===== src/rtl/smth_pkg.sv =====
package smth_pkg;

  typedef enum logic {
    ST_IDLE    = 1'b0,
    ST_COLLECT = 1'b1
  } stat_state_e;

endpackage


===== src/rtl/smth_fir3.sv =====
module smth_fir3 #(
  parameter int DATA_W      = 14,
  parameter int RECIP_SHIFT = 20
) (
  input  logic              clk,
  input  logic              rst_n,
  input  logic              in_valid,
  input  logic [DATA_W-1:0] in_sample,
  output logic              out_valid,
  output logic [DATA_W-1:0] out_sample
);

  localparam int TAPS   = 2;
  localparam int SUM_W  = DATA_W + 3;
  localparam int PROD_W = SUM_W + RECIP_SHIFT + 1;
  localparam logic [PROD_W-1:0] RECIP    = PROD_W'(((64'd1 << RECIP_SHIFT) + 64'd4) / 64'd5);
  localparam logic [PROD_W-1:0] HALF     = PROD_W'(64'd1 << (RECIP_SHIFT - 1));
  localparam logic [PROD_W-1:0] CODE_MAX = PROD_W'((64'd1 << DATA_W) - 64'd1);

  // tap_q[0] holds x(n), tap_q[1] holds x(n-1); the incoming sample is x(n+1)
  logic [DATA_W-1:0] tap_q [TAPS];
  logic [DATA_W-1:0] tap_d [TAPS];

  generate
    for (genvar g = 0; g < TAPS; g++) begin : g_tap
      if (g == 0) begin : g_head
        assign tap_d[g] = in_sample;
      end else begin : g_chain
        assign tap_d[g] = tap_q[g-1];
      end
      always_ff @(posedge clk or negedge rst_n) begin
        if (!rst_n) begin
          tap_q[g] <= '0;
        end else if (in_valid) begin
          tap_q[g] <= tap_d[g];
        end
      end
    end
  endgenerate

  logic [1:0]        fill_q, fill_d;
  logic              hist_full;
  logic [SUM_W-1:0]  wsum;
  logic [PROD_W-1:0] prod;
  logic [PROD_W-1:0] quo;
  logic [DATA_W-1:0] y_d;
  logic              ov_d;

  always_comb begin
    hist_full = (fill_q == 2'd2);
    fill_d    = fill_q;
    if (in_valid && !hist_full) begin
      fill_d = fill_q + 2'd1;
    end
    wsum = SUM_W'(tap_q[1]) + SUM_W'({tap_q[0], 1'b0}) + SUM_W'(tap_q[0])
         + SUM_W'(in_sample);
    prod = (PROD_W'(wsum) * RECIP) + HALF;
    quo  = prod >> RECIP_SHIFT;
    if (quo > CODE_MAX) begin
      y_d = '1;
    end else begin
      y_d = quo[DATA_W-1:0];
    end
    ov_d = in_valid && hist_full;
  end

  always_ff @(posedge clk or negedge rst_n) begin
    if (!rst_n) begin
      fill_q     <= '0;
      out_valid  <= 1'b0;
      out_sample <= '0;
    end else begin
      fill_q    <= fill_d;
      out_valid <= ov_d;
      if (ov_d) begin
        out_sample <= y_d;
      end
    end
  end

  AST_OUT_NEEDS_INPUT: assert property (@(posedge clk) disable iff (!rst_n)
    out_valid |-> $past(in_valid)) else $error("output without input");

  AST_HOLD_WITHOUT_STROBE: assert property (@(posedge clk) disable iff (!rst_n)
    !$past(in_valid) |-> $stable(out_sample)) else $error("output moved");

endmodule


===== src/rtl/smth_base_stats.sv =====
module smth_base_stats
  import smth_pkg::*;
#(
  parameter int DATA_W     = 14,
  parameter int BLOCK_LOG2 = 4
) (
  input  logic              clk,
  input  logic              rst_n,
  input  logic              in_valid,
  input  logic [DATA_W-1:0] in_sample,
  input  logic              recalc_req,
  output logic [DATA_W-1:0] thr_auto,
  output logic              busy,
  output logic              done
);

  localparam int ACC_W = DATA_W + BLOCK_LOG2;
  localparam int TOT_W = ACC_W + 1;
  localparam logic [BLOCK_LOG2-1:0] LAST_IDX = '1;
  localparam logic [TOT_W-1:0] CODE_MAX = TOT_W'((64'd1 << DATA_W) - 64'd1);

  stat_state_e           state_q, state_d;
  logic [BLOCK_LOG2-1:0] cnt_q, cnt_d;
  logic [ACC_W-1:0]      acc_q, acc_d, acc_sum;
  logic [DATA_W-1:0]     mn_q, mn_d, mn_n;
  logic [DATA_W-1:0]     mx_q, mx_d, mx_n;
  logic [DATA_W-1:0]     thr_q, thr_d;
  logic [TOT_W-1:0]      total;
  logic                  done_c;

  always_comb begin
    acc_sum = acc_q + ACC_W'(in_sample);
    mn_n    = (in_sample < mn_q) ? in_sample : mn_q;
    mx_n    = (in_sample > mx_q) ? in_sample : mx_q;
    total   = TOT_W'(acc_sum >> BLOCK_LOG2) + TOT_W'(mx_n - mn_n);

    state_d = state_q;
    cnt_d   = cnt_q;
    acc_d   = acc_q;
    mn_d    = mn_q;
    mx_d    = mx_q;
    thr_d   = thr_q;
    done_c  = 1'b0;

    case (state_q)
      ST_IDLE: begin
        if (recalc_req) begin
          state_d = ST_COLLECT;
          cnt_d   = '0;
          acc_d   = '0;
          mn_d    = '1;
          mx_d    = '0;
        end
      end
      default: begin
        if (in_valid) begin
          acc_d = acc_sum;
          mn_d  = mn_n;
          mx_d  = mx_n;
          cnt_d = cnt_q + 1'b1;
          if (cnt_q == LAST_IDX) begin
            state_d = ST_IDLE;
            done_c  = 1'b1;
            thr_d   = (total > CODE_MAX) ? '1 : total[DATA_W-1:0];
          end
        end
      end
    endcase
  end

  always_ff @(posedge clk or negedge rst_n) begin
    if (!rst_n) begin
      state_q <= ST_IDLE;
      cnt_q   <= '0;
      acc_q   <= '0;
      mn_q    <= '1;
      mx_q    <= '0;
      thr_q   <= '1;
    end else begin
      state_q <= state_d;
      cnt_q   <= cnt_d;
      acc_q   <= acc_d;
      mn_q    <= mn_d;
      mx_q    <= mx_d;
      thr_q   <= thr_d;
    end
  end

  assign thr_auto = thr_q;
  assign busy     = (state_q == ST_COLLECT);
  assign done     = done_c;

  AST_THR_HOLD_BUSY: assert property (@(posedge clk) disable iff (!rst_n)
    ($past(busy) && busy) |-> $stable(thr_q)) else $error("threshold moved");

  AST_REQ_IGNORED_BUSY: assert property (@(posedge clk) disable iff (!rst_n)
    (busy && recalc_req && !in_valid) |=> (busy && $stable(cnt_q))) else $error("restart");

  AST_FINISH_ON_LAST: assert property (@(posedge clk) disable iff (!rst_n)
    $fell(busy) |-> ($past(in_valid) && $past(cnt_q) == LAST_IDX)) else $error("early end");

  AST_STATS_SKIP_INVALID: assert property (@(posedge clk) disable iff (!rst_n)
    (busy && !in_valid) |=> ($stable(acc_q) && $stable(mn_q) && $stable(mx_q))) else $error("stat moved");

endmodule


===== src/rtl/smth_thr_sel.sv =====
module smth_thr_sel #(
  parameter int DATA_W = 14
) (
  input  logic              clk,
  input  logic              rst_n,
  input  logic              sel_manual,
  input  logic [DATA_W-1:0] thr_manual,
  input  logic [DATA_W-1:0] thr_auto,
  input  logic              auto_done,
  output logic [DATA_W-1:0] thr_level
);

  always_comb begin
    if (sel_manual) begin
      thr_level = thr_manual;
    end else begin
      thr_level = thr_auto;
    end
  end

  AST_AUTO_CHANGES_ON_DONE: assert property (@(posedge clk) disable iff (!rst_n)
    (!sel_manual && !$past(sel_manual) && thr_level != $past(thr_level)) |-> $past(auto_done))
    else $error("derived threshold changed without a finished block");

endmodule


===== src/rtl/smooth_thresh_top.sv =====
module smooth_thresh_top #(
  parameter int DATA_W      = 14,
  parameter int BLOCK_LOG2  = 4,
  parameter int RECIP_SHIFT = 20
) (
  input  logic              clk,
  input  logic              rst_n,
  input  logic              smp_in_vld,
  input  logic [DATA_W-1:0] smp_in,
  input  logic              thr_sel_manual,
  input  logic [DATA_W-1:0] thr_manual,
  input  logic              thr_recalc,
  output logic              smp_out_vld,
  output logic [DATA_W-1:0] smp_out,
  output logic [DATA_W-1:0] thr_level
);

  logic [DATA_W-1:0] thr_auto;
  logic              stat_busy;
  logic              stat_done;

  smth_fir3 #(
    .DATA_W      (DATA_W),
    .RECIP_SHIFT (RECIP_SHIFT)
  ) u_fir (
    .clk        (clk),
    .rst_n      (rst_n),
    .in_valid   (smp_in_vld),
    .in_sample  (smp_in),
    .out_valid  (smp_out_vld),
    .out_sample (smp_out)
  );

  smth_base_stats #(
    .DATA_W     (DATA_W),
    .BLOCK_LOG2 (BLOCK_LOG2)
  ) u_stats (
    .clk        (clk),
    .rst_n      (rst_n),
    .in_valid   (smp_in_vld),
    .in_sample  (smp_in),
    .recalc_req (thr_recalc),
    .thr_auto   (thr_auto),
    .busy       (stat_busy),
    .done       (stat_done)
  );

  smth_thr_sel #(
    .DATA_W (DATA_W)
  ) u_sel (
    .clk        (clk),
    .rst_n      (rst_n),
    .sel_manual (thr_sel_manual),
    .thr_manual (thr_manual),
    .thr_auto   (thr_auto),
    .auto_done  (stat_done),
    .thr_level  (thr_level)
  );

  AST_FRESH_RESET_QUIET: assert property (@(posedge clk) disable iff (!rst_n)
    (!$past(rst_n)) |-> !smp_out_vld) else $error("output right after reset");

  AST_BUSY_ENDS_WITH_DONE: assert property (@(posedge clk) disable iff (!rst_n)
    $fell(stat_busy) |-> $past(stat_done)) else $error("block ended without done");

endmodule


===== config.mk =====
export PLATFORM = sky130hd
export DESIGN_NAME = smooth_thresh_top
export DESIGN_NICKNAME = d
export VERILOG_FILES = /design/src/rtl/smth_pkg.sv /design/src/rtl/smth_fir3.sv /design/src/rtl/smth_base_stats.sv /design/src/rtl/smth_thr_sel.sv /design/src/rtl/smooth_thresh_top.sv
export SDC_FILE = /design/constraint.sdc
export NUM_CORES = 1
export LEC_CHECK = 0
export BUFFER_PORTS_ARGS = -buffer_cell sky130_fd_sc_hd__buf_2
export CORE_MARGIN = 4
export CORE_UTILIZATION = 50
export CTS_BUF_LIST = sky130_fd_sc_hd__clkbuf_16
export CTS_CLUSTER_DIAMETER = 30
export DETAILED_ROUTE_END_ITERATION = 12
export MAX_ROUTING_LAYER = met4
export PLACE_DENSITY = 0.7
export SLEW_MARGIN = 30
export SYNTH_ARGS = -nofsm -noshare
export SYNTH_HDL_FRONTEND = slang
export SYNTH_SLANG_ARGS = --single-unit

===== constraint.sdc =====
create_clock -name clk -period 11.7 [get_ports clk]
set_input_delay 1.17 -clock clk [delete_from_list [all_inputs] [get_ports clk]]
set_output_delay 1.17 -clock clk [all_outputs]
set_load 0.03 [all_outputs]

== After elaboration in Yosys (flattened, before gate mapping) ==
Cells that the tools add are included.
Word-level totals
  register bits: 110
  bits in latches: 0
  bits in writable memories: 0
  memory bits (read-only): 0
  output and inout bits: 29
  logic and storage cells: 55
  memories: 0
Operators by class
  add/subtract/negate cells: 9
  multipliers: 1
  divide/modulo/power cells: 0
  $lt $le $gt $ge: 4
  equality and inequality tests: 3
  shifts and indexed selects: 0
  mux-type cells: 21
  bitwise logic cells: 0
  reductions and logical operators: 6
Operator list (count)
  14-bit two-way mux: 11
  18-bit two-way mux: 3
  35-bit by 20-bit adder with 36-bit output (second input constant): 1
  17-bit by 14-bit adder with 17-bit output: 2
  17-bit by 16-bit multiplier with 33-bit output (second input constant): 1
  14-bit by 19-bit adder with 19-bit output: 1
  19-bit by 14-bit > comparator with 1-bit output (second input constant): 1
  18-bit by 14-bit adder with 18-bit output: 1
  18-bit by 14-bit > comparator with 1-bit output (second input constant): 1
  14-bit by 15-bit adder with 16-bit output: 1
  14-bit by 14-bit subtractor with 15-bit output: 1
  14-bit > comparator: 1
  14-bit < comparator: 1
  4-bit two-way mux: 3
  4-bit by 1-bit adder with 4-bit output (second input constant): 1
  4-bit == test (second input constant): 1
  1-bit two-way mux: 4
  3-bit AND reduction: 1
  2-bit by 1-bit adder with 2-bit output (second input constant): 1
  2-bit == test (second input constant): 1
  1-bit logical AND: 2
  2-bit inequality test (second input constant): 1
  2-bit AND reduction: 1
  2-bit nonzero test: 1
  1-bit zero test: 1

== Longest topological paths before layout ==
Gate-level depths: netlist (run 1).
  word-level depth: 7
  depth in mapped cells: 46
  gate-level depth less buffers: 44

== Modules after synthesis ==
A second synthesis (run 1) with hierarchy kept.
Second synthesis, totals
  cell total of the unflattened synthesis: 1541
  area, all modules: 14179.8 um2
By module, submodules not included
  smth_fir3: times used 1, cells an instance 932, area each 8523.2 um2, seq. area each 1126.1 um2
  smth_base_stats: times used 1, cells an instance 594, area each 5487.8 um2, seq. area each 1661.6 um2
  smth_thr_sel: times used 1, cells an instance 15, area each 168.9 um2, seq. area each 0.0 um2

== Worst setup path after synthesis (run 1) ==
No wires, ideal clock.
  path kind: input port to flip-flop
  from: input smp_in[1]
  to: register u_fir.out_sample[1]
  setup time: 168 ps
  data arrival time: 10312 ps
  data required time: 11532 ps
  setup slack: 1220 ps
  stages on the path: 39
  cell sequence: inv_1 -> fa_1 -> inv_1 -> ha_1 -> fa_1 -> a21o_1 -> a21oi_1 -> o21bai_1 -> a21oi_1 -> o21bai_1 -> a21oi_1 -> o21ai_0 -> o41ai_1 -> nor2_1 -> nor3b_1 -> xor2_1 -> ha_1 -> ha_1 -> [3 not listed] -> fa_1 -> fa_1 -> inv_1 -> fa_1 -> inv_1 -> ha_1 -> a21oi_2 -> inv_1 -> a22o_1 -> a2111oi_2 -> o31a_1 -> xnor2_2 -> nand2_1 -> nor4b_4 -> nand4_2 -> mux2i_4 -> buf_12 -> a31oi_4
Between the ends
  longest elaborated chain between the ends: 5
Ends and longest elaborated chain
  start: declaration: line smooth_thresh_top.sv:9  | input logic [DATA_W-1:0] smp_in,
  17-bit by 14-bit adder with 17-bit output *: line smth_fir3.sv:56  | + SUM_W'(in_sample);
  17-bit by 16-bit multiplier with 33-bit output *: line smth_fir3.sv:57  | prod = (PROD_W'(wsum) * RECIP) + HALF;
  35-bit by 20-bit adder with 36-bit output *: line smth_fir3.sv:57
  18-bit by 14-bit > comparator with 1-bit output: line smth_fir3.sv:59  | if (quo > CODE_MAX) begin
  14-bit two-way mux *: line smth_fir3.sv:59
  end signal: assignment: line smth_fir3.sv:76  | out_sample <= y_d;
  end: declaration: line smth_fir3.sv:10  | output logic [DATA_W-1:0] out_sample
Every way passes the cells marked *; elsewhere a longest branch is shown, timed or not.
A chain may end at the register's enable or synchronous reset.

== Worst setup path in the final report (run 1) ==
  from: input smp_in[1]
  to: register u_fir.out_sample[13]
The elaborated chain is that of the path after synthesis.

==> results of run 1 <==
## flip-flops by register name (all words and copies together) (netlist names)
register and cells:
u_stats.acc_q 18, u_fir.out_sample 14, u_fir.tap_d 14, u_fir.tap_q 14
u_stats.mn_q 14, u_stats.mx_q 14, u_stats.thr_auto 14, u_stats.cnt_q 4
u_fir.fill_q 2, u_fir.out_valid 1, u_stats.busy 1
## metrics by stage
step           cell area [µm²]  std cells  util (%)
2_1_floorplan            14100       1491         -
3_3_place_gp             14900       1915      53.6
3_5_place_dp             14900       1915      53.6
4_1_cts                  15200       1931      54.7
5_1_grt                  15200       1934      54.8
6_report                 15200       1934      54.8
## cell usage in the layout, fill, tap and decap left out, types with 20 or more instances in the layout
master	count
nand2_1	77
nor3_1	20
dfstp_2	28
ha_1	233
xnor2_1	63
a21oi_1	53
mux2_2	29
xor2_1	26
mux2i_1	43
dfrtp_1	82
inv_1	287
a21o_1	23
o21ai_0	90
nor2_1	63
fa_1	107
buf_2	60
## layer usage
metal | track usage (%) | vias to the layer above | part of all wire, %
li1 | - | 5147 | -
met1 | 26.7 | 5123 | 43
met2 | 38.2 | 182 | 51
met3 | 2.25 | 40 | 3.1
met4 | 5.07 | 0 | 2.0
met5 | - | - | 0
## cells by family after synthesis
family | Yosys count
buffers and inverters | 317
multiplexers | 73
AO/OA/AOI/OAI | 304
XOR/XNOR | 91
adder cells (fa/ha/maj) | 340
AND/OR/NAND/NOR | 256
flip-flops | 110
## critical path: cells and delay by family
kind | cells | cell delay, ps
buffers and inverters | 6 | 680
and+or+nand+nor | 6 | 1560
AOI/OAI and AO/OA | 13 | 2500
adders and majority gates | 10 | 4230
xor gates and xnor gates | 3 | 990
## cell type report
type | count | share of cell area, %
Timing Repair Buffer | 79 | 2.99
Sequential cell | 110 | 18.3
Tap cell | 378 | 3.11
Inverter | 287 | 7.07
Clock buffer | 9 | 1.48
Multi-Input combinational cell | 1064 | 66.5
Clock inverter | 7 | 0.600
## path summary, 6_finish.rpt
check | start | endpoint | slack, ps | depth (start not counted)
setup / recovery | smp_in[1] | u_fir.out_sample[13] | 770 | 38
hold / removal | u_fir.fill_q[0] | u_fir.fill_q[0] | 490 | 1
setup reg to reg | u_fir.tap_d[1] | u_fir.out_sample[13] | 780 | 39
hold reg to reg | u_fir.fill_q[0] | u_fir.fill_q[0] | 490 | 1
max in group asynchronous | rst_n | u_fir.tap_d[6] | 9610 | 2
min in group asynchronous | rst_n | u_stats.acc_q[15] | 800 | 1
## repair_timing
action | in CTS | in global routing
endpoints found under the setup margin | 0 | 12
resized for setup | 0 | 2
setup buffers | 0 | 3
==> out/qor.yml, run 1 <==
seq_area_frac_synth_pct: 19.8
timing.hold.ws_ps: 494
final.setup.worst_slack_ps: 771
cts_inserted_buffers: 9
synth_top_family_by_area: "adder cells"
synthTopCellsByCount: "inv_1, ha_1, fa_1"
cp_max_fo: 8
routed_wirelength_mm: 31.3
cp.required_ps: 11930
synth_enable_flop_cells: 0
drc_errors: 0
cts_buffer_depth: 2
finalCritPeriodShare_pct: 93.4
grt_pass1_vias: 10900
clockRootBuffer: "clkbuf_16"
synth_seq_cells: 110
grt_pass1_wl_mm: 53.2
setup.worst_path.end_class: "flip-flop"
critPathMaxStageDelay_ps: 560
grt_antenna_before_repair: 0
place_ws_ps: 284
synth_compound_area_share_pct: 15.5
grt_max_degree: 64
ant_nets: 0
synthMuxAreaShare_pct: 5.52
synth_ff_type: "dfrtp_1"
yosysTopAreaCell: "ha_1"
crit_top_cell: "fa_1"
slowest_stage: "xnor2_1"
core_area_mm2: 0.0278
startpoint_type: "input port"
synth_xor_area_share_pct: 5.75
ys_warn_count: 0
holdBufCountCts: 0
path_clk_slew_ps: 90
hold_viol: 0
cts_tree: "yes"
max_freq_ghz: 0.0915
syn_nets: 1864
io_buffers: 61
grt-ovfl-total: 0
slew_violations: 0
arrival_ps: 11160
drtIter0Drc: 538
worst_pin_slew_ps: 849
multi_input_area_mm2: 0.0101
drive_gt1_share_pct: 12.6
first_pass_iters: 7
worst_slew_margin_rel_pct: 43.4
outcome: "finished, final reports clean"
io_pins: 62
crit_type: "input port to flip-flop"
gp_congestion: 0.906
cap_violations: 0
hp-class: "flip-flop to flip-flop"
die_h_um: 176
dp_hpwl_mm: 26.3
row_count: 61
clkSinkCount: 110
finalNetCount: 1924
htreeDepth: 3
vias: 10500
syn_inst: 1491
skew_ps: 14.4
viasPerCell: 5.43
regArea_mm2: 0.00279
async_reset_ff_share_pct: 100
num-fill-cells: 2509
synthTopCellsByArea: "ha_1, fa_1, dfrtp_1"
finalSetupTns_ps: 0
setup_viol: 0
fp.dieArea_mm2: 0.0310
synthToLayoutAreaGrowth_pct: 7.94
rsz0062_at_grt: "false"
synth_top_area_share_pct: 20.7
synth_most_common_cell: "inv_1"
clk_latency_ps: 370
start_util_pct: 50.8
yosys.area_share.simple_pct: 9.03
die_w_um: 176
diodes: 0
drt-wirelength-per-cell_um: 16.2
fin_crit_ps: 10930
yosysUniqueCellTypes: 79
syn_area_mm2: 0.0141
avgSynthCellArea_um2: 9.46
grt_usage_pct: 21.6
synthAdderAreaFrac_pct: 35.8
Power of run 1 is left out: the tool's default activity adds up to more than one toggle a clock period on the data nets, which glitch-free logic cannot reach.
==> run 2: changes to the inputs <==
--- a/config.mk
+++ b/config.mk
@@ -7,12 +7,12 @@
 export LEC_CHECK = 0
 export BUFFER_PORTS_ARGS = -buffer_cell sky130_fd_sc_hd__buf_2
 export CORE_MARGIN = 4
-export CORE_UTILIZATION = 50
+export CORE_UTILIZATION = 60
 export CTS_BUF_LIST = sky130_fd_sc_hd__clkbuf_16
 export CTS_CLUSTER_DIAMETER = 30
 export DETAILED_ROUTE_END_ITERATION = 12
 export MAX_ROUTING_LAYER = met4
-export PLACE_DENSITY = 0.7
+export PLACE_DENSITY = 0.81
 export SLEW_MARGIN = 30
 export SYNTH_ARGS = -nofsm -noshare
 export SYNTH_HDL_FRONTEND = slang
==> run 2 against run 1 <==
Net effect:
- die area shrank 16%
- global-route usage grew 5.0 points
- clock-buffer cell count stayed put
- first-iteration DRC count increased by 24%
- sequential cell count stayed put
- critical path depth decreased by 1
- cell count fell by 3.6%
- clock skew fell by 3.3 ps
- fmax decreased by 0.44%
- critical path type unchanged
==> out/qor.yml, run 2 (synthesis results as in run 1) <==
outcome: "finished, final reports clean"
ant_nets: 0
viasPerCell: 5.69
r2r_slack_ps: 770
critPathMaxStageDelay_ps: 570
layout_commonest_cell: "inv_1"
routed_wirelength_mm: 32.9
clk_latency_ps: 360
cts_buffer_depth: 2
finalCritPeriodShare_pct: 93.8
diodes: 0
critPathBufInv: 6
setup_viol: 0
path_clk_slew_ps: 80
grt_max_degree: 57
io_pins: 62
core_area_mm2: 0.0229
finalSetupTns_ps: 0
largest_reg_flops: 18
holdBufCountCts: 0
clockRootBuffer: "clkbuf_16"
cp_max_fo: 8
crit_top_cell: "fa_1"
cpLargestDelayFamily: "adder cells"
start_util_pct: 61.6
post_cts.repair.setup_buffers: 0
drc_errors: 0
drt-wirelength-per-cell_um: 17.7
multi_input_area_mm2: 0.0101
post_cts_resized: 0
hp-class: "flip-flop to flip-flop"
grt-ovfl-total: 0
finalNetCount: 1920
vias: 10600
arrival_ps: 11210
die_h_um: 161
top_register: "u_stats.acc_q"
max_freq_ghz: 0.0911
grt_pass1_wl_mm: 54.5
drive_gt1_share_pct: 12.4
worst_slew_margin_rel_pct: 40.5
synthToLayoutAreaGrowth_pct: 7.12
mostFrequentLayoutCells: "inv_1, ha_1, fa_1, o21ai_0, dfrtp_1"
final_core_util_pct: 66.0
io_buffers: 61
cp.required_ps: 11930
place_ws_ps: 243
final.setup.worst_slack_ps: 723
hold_viol: 0
regArea_mm2: 0.00279
grt_antenna_before_repair: 0
cap_violations: 0
slowest_stage: "fa_1"
drtIter0Drc: 666
grt_pass1_vias: 10900
grt_usage_pct: 26.6
fp.dieArea_mm2: 0.0260
crit_type: "input port to flip-flop"
rsz0062_at_grt: "false"
worst_pin_slew_ps: 892
fin_crit_ps: 10980
startpoint_type: "input port"
cts_inserted_buffers: 9
first_pass_iters: 5
slew_violations: 0
clkSinkCount: 110
setup.worst_path.end_class: "flip-flop"
row_count: 55
num-fill-cells: 1849
cts_tree: "yes"
die_w_um: 161
gp_congestion: 0.970
dp_hpwl_mm: 27.7
htreeDepth: 3
skew_ps: 11.2
-- run 2: cell count changes in the layout (fill, tap and decap cells not counted) --
cell       previous run  this run
clkinv_4              2         0
o41ai_2               1         2
inv_1               287       288
inv_8                 0         3
a2111oi_2             2         1
o41ai_1               2         1
o21ai_1               2         1
inv_6                 1         3
o21ai_2               1         2
clkinv_8              4         0
buf_4                18        14
a2111oi_4             0         1
-- run 2: worst paths after layout --
kind | depth (start not counted) | to | from
max reg2reg | 43 | u_fir.out_sample[2] | u_fir.tap_d[0]
max in group asynchronous | 2 | u_fir.tap_d[1] | rst_n
min reg2reg | 1 | u_fir.fill_q[0] | u_fir.fill_q[0]
min | 1 | u_fir.fill_q[0] | u_fir.fill_q[0]
max | 37 | u_fir.out_sample[13] | smp_in[1]
min in group asynchronous | 1 | u_fir.fill_q[1] | rst_n
-- run 2: layout make-up --
class / count / share of cell area (%)
tap: 313 / 2.59
inverter: 287 / 7.13
multi-input combinational: 1064 / 67.1
clock buffer: 9 / 1.49
clock inverter: 7 / 0.422
timing repair buffer: 75 / 2.81
sequential: 110 / 18.4
-- run 2: layer usage --
metal	up-vias	part of all wire, %	global-route usage [%]
met5	-	0	-
met4	0	3.4	9.89
met3	62	4.2	2.78
met2	259	50	45.1
met1	5141	43	33.0
li1	5141	-	-
-- run 2: per-stage QoR --
step                      cells  hold WS [ps]  area, µm²
after floorplan            1491           446      14100
after global placement     1849           460      14800
after detailed placement   1849           474      14800
after CTS                  1865           489      15100
after global routing       1865           510      15100
final                      1865           487      15100
Power of run 2 is left out for the same reason.
